===== config.mk =====
export PLATFORM = sky130hd
export DESIGN_NAME = rx_squelch_qual
export DESIGN_NICKNAME = d
export VERILOG_FILES = /design/src/rtl/rsq_pkg.sv /design/src/rtl/rsq_pulse_filter.sv /design/src/rtl/rsq_transition_timer.sv /design/src/rtl/rsq_line_driver.sv /design/src/rtl/rx_squelch_qual.sv
export SDC_FILE = /design/constraint.sdc
export NUM_CORES = 1
export LEC_CHECK = 0
export BUFFER_PORTS_ARGS = -buffer_cell sky130_fd_sc_hd__buf_2
export CORE_MARGIN = 2
export CORE_UTILIZATION = 25
export CTS_CLUSTER_SIZE = 16
export DETAILED_ROUTE_END_ITERATION = 8
export HOLD_SLACK_MARGIN = 0.1
export PLACE_DENSITY_LB_ADDON = 0.08
export SLEW_MARGIN = 20
export SYNTH_ARGS = -nofsm -noshare
export SYNTH_HDL_FRONTEND = slang
export SYNTH_SLANG_ARGS = --single-unit
export TNS_END_PERCENT = 20

===== constraint.sdc =====
create_clock -name clk_i -period 1.46 [get_ports clk_i]
set_clock_uncertainty 0.1 [all_clocks]
set_input_delay 0 -clock clk_i [delete_from_list [all_inputs] [get_ports clk_i]]
set_output_delay 0 -clock clk_i [all_outputs]
set_load 0.1 [all_outputs]

===== src/rtl/rsq_pkg.sv =====
package rsq_pkg;
  typedef enum logic [1:0] {
    LINE_IDLE = 2'b00,
    LINE_NEG  = 2'b01,
    LINE_POS  = 2'b10
  } line_e;
endpackage


===== src/rtl/rsq_pulse_filter.sv =====
module rsq_pulse_filter #(
  parameter int MIN_WIDTH = 3
) (
  input  logic clk_i,
  input  logic rst_ni,
  input  logic sample_i,
  input  logic enable_i,
  output logic level_o,
  output logic edge_o
);
  localparam int RW = (MIN_WIDTH > 1) ? $clog2(MIN_WIDTH) : 1;

  logic [RW-1:0] run_q;
  logic          level_q;
  logic          edge_q;

  always_ff @(posedge clk_i or negedge rst_ni) begin
    if (!rst_ni) begin
      run_q   <= '0;
      level_q <= 1'b0;
      edge_q  <= 1'b0;
    end else begin
      edge_q <= 1'b0;
      if (!enable_i || sample_i == level_q) begin
        run_q <= '0;
      end else if (run_q == RW'(MIN_WIDTH - 1)) begin
        level_q <= sample_i;
        edge_q  <= 1'b1;
        run_q   <= '0;
      end else begin
        run_q <= run_q + RW'(1);
      end
    end
  end

  assign level_o = level_q;
  assign edge_o  = edge_q;
endmodule


===== src/rtl/rsq_transition_timer.sv =====
module rsq_transition_timer #(
  parameter int TIMEOUT = 20
) (
  input  logic clk_i,
  input  logic rst_ni,
  input  logic edge_i,
  input  logic enable_i,
  output logic valid_o
);
  localparam int CW = (TIMEOUT > 1) ? $clog2(TIMEOUT) : 1;

  logic [CW-1:0] cnt_q;
  logic          valid_q;

  always_ff @(posedge clk_i or negedge rst_ni) begin
    if (!rst_ni) begin
      cnt_q   <= '0;
      valid_q <= 1'b0;
    end else if (!enable_i) begin
      cnt_q   <= '0;
      valid_q <= 1'b0;
    end else if (edge_i) begin
      // a fresh edge wins over expiry in the same cycle
      cnt_q   <= '0;
      valid_q <= 1'b1;
    end else if (valid_q) begin
      if (cnt_q == CW'(TIMEOUT - 1)) begin
        cnt_q   <= '0;
        valid_q <= 1'b0;
      end else begin
        cnt_q <= cnt_q + CW'(1);
      end
    end
  end

  assign valid_o = valid_q;
endmodule


===== src/rtl/rsq_line_driver.sv =====
module rsq_line_driver
  import rsq_pkg::*;
(
  input  logic  valid_i,
  input  logic  level_i,
  output line_e line_o
);
  always_comb begin
    if (!valid_i)     line_o = LINE_IDLE;
    else if (level_i) line_o = LINE_POS;
    else              line_o = LINE_NEG;
  end
endmodule


===== src/rtl/rx_squelch_qual.sv =====
module rx_squelch_qual #(
  parameter int MIN_WIDTH = 3,
  parameter int TIMEOUT   = 20
) (
  input  logic       clk_i,
  input  logic       rst_ni,
  input  logic       slicer_i,
  input  logic       dc_ok_i,
  output logic       rx_valid_o,
  output logic [1:0] rx_line_o
);
  logic          level_q;
  logic          edge_q;
  logic          valid_q;
  rsq_pkg::line_e line_w;

  rsq_pulse_filter #(.MIN_WIDTH(MIN_WIDTH)) u_filter (
    .clk_i   (clk_i),
    .rst_ni  (rst_ni),
    .sample_i(slicer_i),
    .enable_i(dc_ok_i),
    .level_o (level_q),
    .edge_o  (edge_q)
  );

  rsq_transition_timer #(.TIMEOUT(TIMEOUT)) u_timer (
    .clk_i   (clk_i),
    .rst_ni  (rst_ni),
    .edge_i  (edge_q),
    .enable_i(dc_ok_i),
    .valid_o (valid_q)
  );

  rsq_line_driver u_driver (
    .valid_i(valid_q),
    .level_i(level_q),
    .line_o (line_w)
  );

  assign rx_valid_o = valid_q;
  assign rx_line_o  = line_w;
endmodule


; ---- Word-level counts from Yosys, hierarchy flattened
; Index checks and enable logic that the tools add are counted.
[op_classes]
n_addsub = 2
n_eq_ne = 4
muxes = 14
bitwise_logic = 1
n_reduce_logical = 3
[ops]
columns = operator, count
row1 = 2-to-1 mux 5 bit, 4
row2 = 2-to-1 mux 2 bit, 4
row3 = 2-to-1 mux 1 bit, 6
row4 = adder 5 x 1 -> 5 bit (second input constant), 1
row5 = == test 5 bit (second input constant), 1
row6 = != test 3 x 1 -> 1 bit (second input constant), 1
row7 = adder 2 x 1 -> 2 bit (second input constant), 1
row8 = == test 2 bit (second input constant), 1
row9 = AND reduction 2 bit, 1
row10 = == test 1 bit, 1
row11 = zero test 1 bit, 1
row12 = logical OR 1 bit, 1
row13 = inverter 1 bit, 1
[totals]
reg_bits = 10
input_bits = 4
out_inout_bits = 3
word_cells = 29

; ---- Logic depth before layout (Yosys ltp)
[logic_depth]
ltp_word = 5
depth_mapped = 4
ltp_nobuf = 4

; ---- Hierarchy
; From an unflattened synthesis, not the netlist that was laid out.
[hier_totals]
cells_unflattened = 41
hier_area_um2 = 479.2
[modules_own_cells]
columns = mod, n_inst, cells_each, area_each_um2, seq_area_each_um2
row1 = rsq_transition_timer, 1, 29, 310.3, 150.1
row2 = rsq_pulse_filter, 1, 10, 152.6, 100.1
row3 = rsq_line_driver, 1, 2, 16.3, 0.0

; ---- Least setup slack after synthesis
; OpenSTA, ideal clock, no wires.
[synth_path]
kind = reg2out
start = register u_timer.valid_q, in the netlist u_timer.valid_o
end = output rx_line_o[0]
arrival_time_ns = 2.576
required_time_ns = 1.360
path_slack_ns = -1.216
stages_incl_launch_ff = 3
path_buffers = 1
cell_sequence = dfrtp_1 > buf_2 > nor2b_1
[synth_via]
elab_chain_len = 1
[synth_lines]
columns = element, line_no
row1 = "start, declared", rsq_transition_timer.sv:13  ; logic valid_q;
row2 = "start signal, assigned", rsq_transition_timer.sv:18  ; valid_q <= 1'b0;
row3 = "start signal, assigned", rsq_transition_timer.sv:21  ; valid_q <= 1'b0;
row4 = "start signal, assigned", rsq_transition_timer.sv:25  ; valid_q <= 1'b1;
row5 = 2-to-1 mux 2 bit, rsq_line_driver.sv:9  ; if (!valid_i) line_o = LINE_IDLE;
row6 = "end, declared", rx_squelch_qual.sv:10  ; output logic [1:0] rx_line_o
; No other way between the ends.

; ---- Worst setup path in the final report
[layout_path]
start = register u_timer.cnt_q[0]
end = register u_timer.cnt_q[2]
[layout_via]
elab_chain_len = 5
elab_cells_between_ends = 6
classes_between = add/sub: 1 / eq/ne: 1 / mux: 4
[layout_lines]
columns = element, line_no
row1 = "start, declared", rsq_transition_timer.sv:12  ; logic [CW-1:0] cnt_q;
row2 = "start signal, assigned", rsq_transition_timer.sv:31  ; cnt_q <= cnt_q + CW'(1);
row3 = adder 5 x 1 -> 5 bit / == test 5 bit (equally long branches), "rsq_transition_timer.sv:31, rsq_transition_timer.sv:27"
row4 = 2-to-1 mux 5 bit (*), rsq_transition_timer.sv:27  ; if (cnt_q == CW'(TIMEOUT - 1)) begin
row5 = 2-to-1 mux 5 bit (*), rsq_transition_timer.sv:26  ; end else if (valid_q) begin
row6 = 2-to-1 mux 5 bit (*), rsq_transition_timer.sv:22  ; end else if (edge_i) begin
row7 = 2-to-1 mux 5 bit (*), rsq_transition_timer.sv:19  ; end else if (!enable_i) begin
; Every way passes the cells marked *; elsewhere a longest branch is shown, timed or not. The select of a mux whose other input is x is not followed.
; A chain may end at the register's enable or synchronous reset.

==> results.py <==
metrics = {
    "outcome": {
        "outcome": "finished clean",
    },
    "synthesis": {
        "yosysSeqAreaShare_pct": 52.8,
        "ys_warn_count": 0,
        "synth_compound_area_share_pct": 7.12,
        "synthAdderAreaFrac_pct": 2.64,
        "synth_nets": 47,
        "synth_xor_area_share_pct": 3.69,
        "synth_area_per_cell_sq_um": 11.3,
        "netlist_area_sq_um": 474,
        "synthMuxAreaShare_pct": 4.49,
        "ys_seq_elements": 10,
        "synth_top_family_by_area": "simple AND/OR/NAND/NOR gates",
        "synth.distinct_cells": 24,
        "syn_inst": 42,
        "synth_simple_gate_area_share_pct": 28.2,
    },
    "cts": {
        "cts-root-buf": "clkbuf_4",
        "cts-htree-levels": 1,
        "cts_made_buffers": 3,
        "cts.clk_slew.worst_paths_ns": 0.07,
        "clock_sinks": 10,
        "cts_buffer_depth": 2,
        "cts_tree": "done",
        "cts_setup_buffers": 0,
        "clkLatencyLatePin_ns": 0.26,
    },
    "critical_path": {
        "worstPathMaxFanout": 4,
        "crit_type": "reg -> reg",
        "critPathArrivalTime_ns": 1.48,
        "crit_required_ns": 1.56,
        "cp-start-kind": "flop",
        "cp-end-kind": "flop",
    },
    "pwr": {
        "switching_power_w": 0.000191,
        "combPwrFrac_pct": 15.1,
        "p_per_area_nw_per_um2": 1110,
        "report.power.total_w": 0.000702,
        "vdd_drop_max_mv": 0.641,
        "cellLeakagePower_nw": 0.274,
        "seq_power_share_pct": 49.4,
        "p_int_w": 0.000511,
        "pwr-share-clk_pct": 35.5,
        "swShare_pct": 27.2,
    },
    "worst_hold_path": {
        "hold_path.class": "reg -> reg",
    },
    "flow_run": {
        "cap_violations": 0,
    },
    "global_routing": {
        "grt_remaining_overflow": 0,
        "grt_usage_pct": 9.92,
        "grt_start_max_net_pins": 11,
        "antenna_found_initial": 0,
        "grt_pass1_wl_um": 1440,
        "grt_pass1_vias": 338,
    },
    "floorplanning": {
        "start_util_pct": 26.9,
        "die_w_um": 47.6,
        "io_pins": 7,
        "rows": 15,
        "die_h_um": 47.6,
        "dieArea_sq_um": 2260,
        "core_sq_um": 1760,
    },
    "sta": {
        "layout_min_cycle_time_ns": 1.39,
        "slew-limit-headroom_pct": 68.6,
        "grt_setup_unrepaired": "false",
        "slew_viol_final": 0,
        "finalHoldViolCount": 0,
        "fmax_mhz": 720,
        "setup_tns_ns": 0,
        "tightest_slew_ns": 0.469,
        "setup_viol": 0,
        "finalCritPeriodShare_pct": 95.1,
        "hold_ws_ns": 0.347,
    },
    "route": {
        "drc": 0,
        "wl_met1_um": 435,
        "drt_iter0_markers": 6,
        "wl_per_cell_um": 10.9,
        "ant_nets": 0,
        "routed.top_layer": "met4",
        "drtPass1Iterations": 4,
        "routed-wl-met2_um": 412,
        "routed_via_density": 4.44,
        "wl_met3_um": 24,
        "routed-via-count": 360,
        "routed_wl_um": 885,
    },
    "final_layout": {
        "syn_to_final_growth_pct": 33.8,
        "final_cell_mix": "dfrtp_1 (9), clkbuf_4 (5), dlygate4sd3_1 (4), buf_2 (4)",
        "layout-drive-gt1-share_pct": 30.4,
        "nets": 62,
        "nFillCells": 183,
        "final_common_cell": "dfrtp_1",
        "n_antenna_cell": 0,
        "final_area_sq_um": 634,
    },
    "placed_design": {
        "globalplace.congestion": 0.808,
        "placed_area_sq_um": 551,
        "port_buffers": 6,
    },
}
worst max-delay path, cell delays in order, from the launching register on:
cell and delay [ns]:
dfrtp_1 0.40, ha_2 0.21, nand4bb_1 0.13, or3b_1 0.37, a21oi_2 0.12
power by group through the flow:
| stage | Clock [W] | Combinational, W | Sequential, W |
|---|---|---|---|
| 3_3_place_gp | 0 | 0.0000943 | 0.000348 |
| 5_1_grt | 0.000284 | 0.000115 | 0.000355 |
| 2_1_floorplan | 0 | 0.0000723 | 0.000350 |
| 4_1_cts | 0.000259 | 0.000107 | 0.000347 |
| 3_5_place_dp | 0 | 0.0000984 | 0.000353 |
| 6_report | 0.000249 | 0.000106 | 0.000347 |
kinds of logic (layout without fill, tap and decap cells):
| family | Yosys count | in the layout |
|---|---|---|
| buffers and inverters | 1 | 15 |
| adders and majority gates | 1 | 1 |
| and+or+nand+nor | 20 | 20 |
| muxes | 2 | 2 |
| AOI/OAI and AO/OA | 6 | 6 |
| DFF | 10 | 10 |
| xor gates and xnor gates | 2 | 2 |
flip-flops by register name (all words and copies together), names as in the netlist:
signal and cells:
u_filter.run_q 2, u_filter.level_o 1, u_timer.valid_o 1, u_timer.cnt_q 5, u_filter.edge_o 1
metrics by stage:
stage                     std cells  util (%)  worst slack [ns]
after detailed placement         73      31.2            0.0492
after global placement           73      31.2             0.108
after CTS                        81      35.5            0.0306
final                            81      36.0            0.0717
after floorplan                  42         -          -0.00704
after global routing             81      36.0            0.0294
path summary, 6_finish.rpt:
check	start	endpoint	slack [ns]	depth (start not counted)
worst min-delay path	u_filter.run_q[0]$_DFF_PN0_	u_filter.run_q[0]$_DFF_PN0_	0.35	1
worst max-delay path	u_timer.cnt_q[0]$_DFFE_PN0P_	u_timer.cnt_q[2]$_DFFE_PN0P_	0.07	4
min in group asynchronous	rst_ni	u_timer.cnt_q[4]$_DFFE_PN0P_	0.64	3
max in group asynchronous	rst_ni	u_timer.valid_o$_DFF_PN0_	0.26	3
worst min register to register	u_filter.run_q[0]$_DFF_PN0_	u_filter.run_q[0]$_DFF_PN0_	0.35	1
worst max register to register	u_timer.cnt_q[0]$_DFFE_PN0P_	u_timer.cnt_q[2]$_DFFE_PN0P_	0.07	4
metal layers:
| layer | vias to the layer above | track usage [%] |
|---|---|---|
| met5 | - | 0 |
| met3 | 2 | 4.53 |
| met1 | 176 | 12.1 |
| met4 | 0 | 6.49 |
| li1 | 177 | - |
| met2 | 5 | 14.1 |
synthesized netlist by cell type:
master / n / area (sq um)
a21oi_1: 3 / 15.0
a21oi_2: 1 / 8.76
and2_1: 1 / 6.26
and2b_1: 1 / 7.51
and4b_1: 1 / 10.0
buf_2: 1 / 5.00
dfrtp_1: 10 / 250
ha_1: 1 / 12.5
mux2_2: 1 / 11.3
mux2i_1: 1 / 10.0
nand2_1: 2 / 7.51
nand2b_1: 2 / 12.5
nand3b_1: 2 / 15.0
nand4_1: 1 / 6.26
nand4bb_1: 1 / 11.3
nor2_1: 3 / 11.3
nor2b_1: 3 / 18.8
nor4b_1: 1 / 8.76
nor4bb_1: 1 / 10.0
o21ai_0: 1 / 5.00
o21ai_1: 1 / 5.00
or3b_1: 1 / 8.76
xnor2_1: 1 / 8.76
xor2_1: 1 / 8.76
layout make-up:
type,count,area [sq um],area share [%]
multi-input cells,31,230,36.3
repair buffers,11,82.6,13.0
flip-flops and latches,10,254,40.0
clock buffers,4,36.3,5.72
well taps,25,31.3,4.93
timing repair:
item	CTS	global route
endpoints found under the hold margin	20	0
hold buffers	4	0
gates resized for setup	0	3
setup endpoints to repair	0	3
No activity file was read; power rests on OpenSTA's default activity.
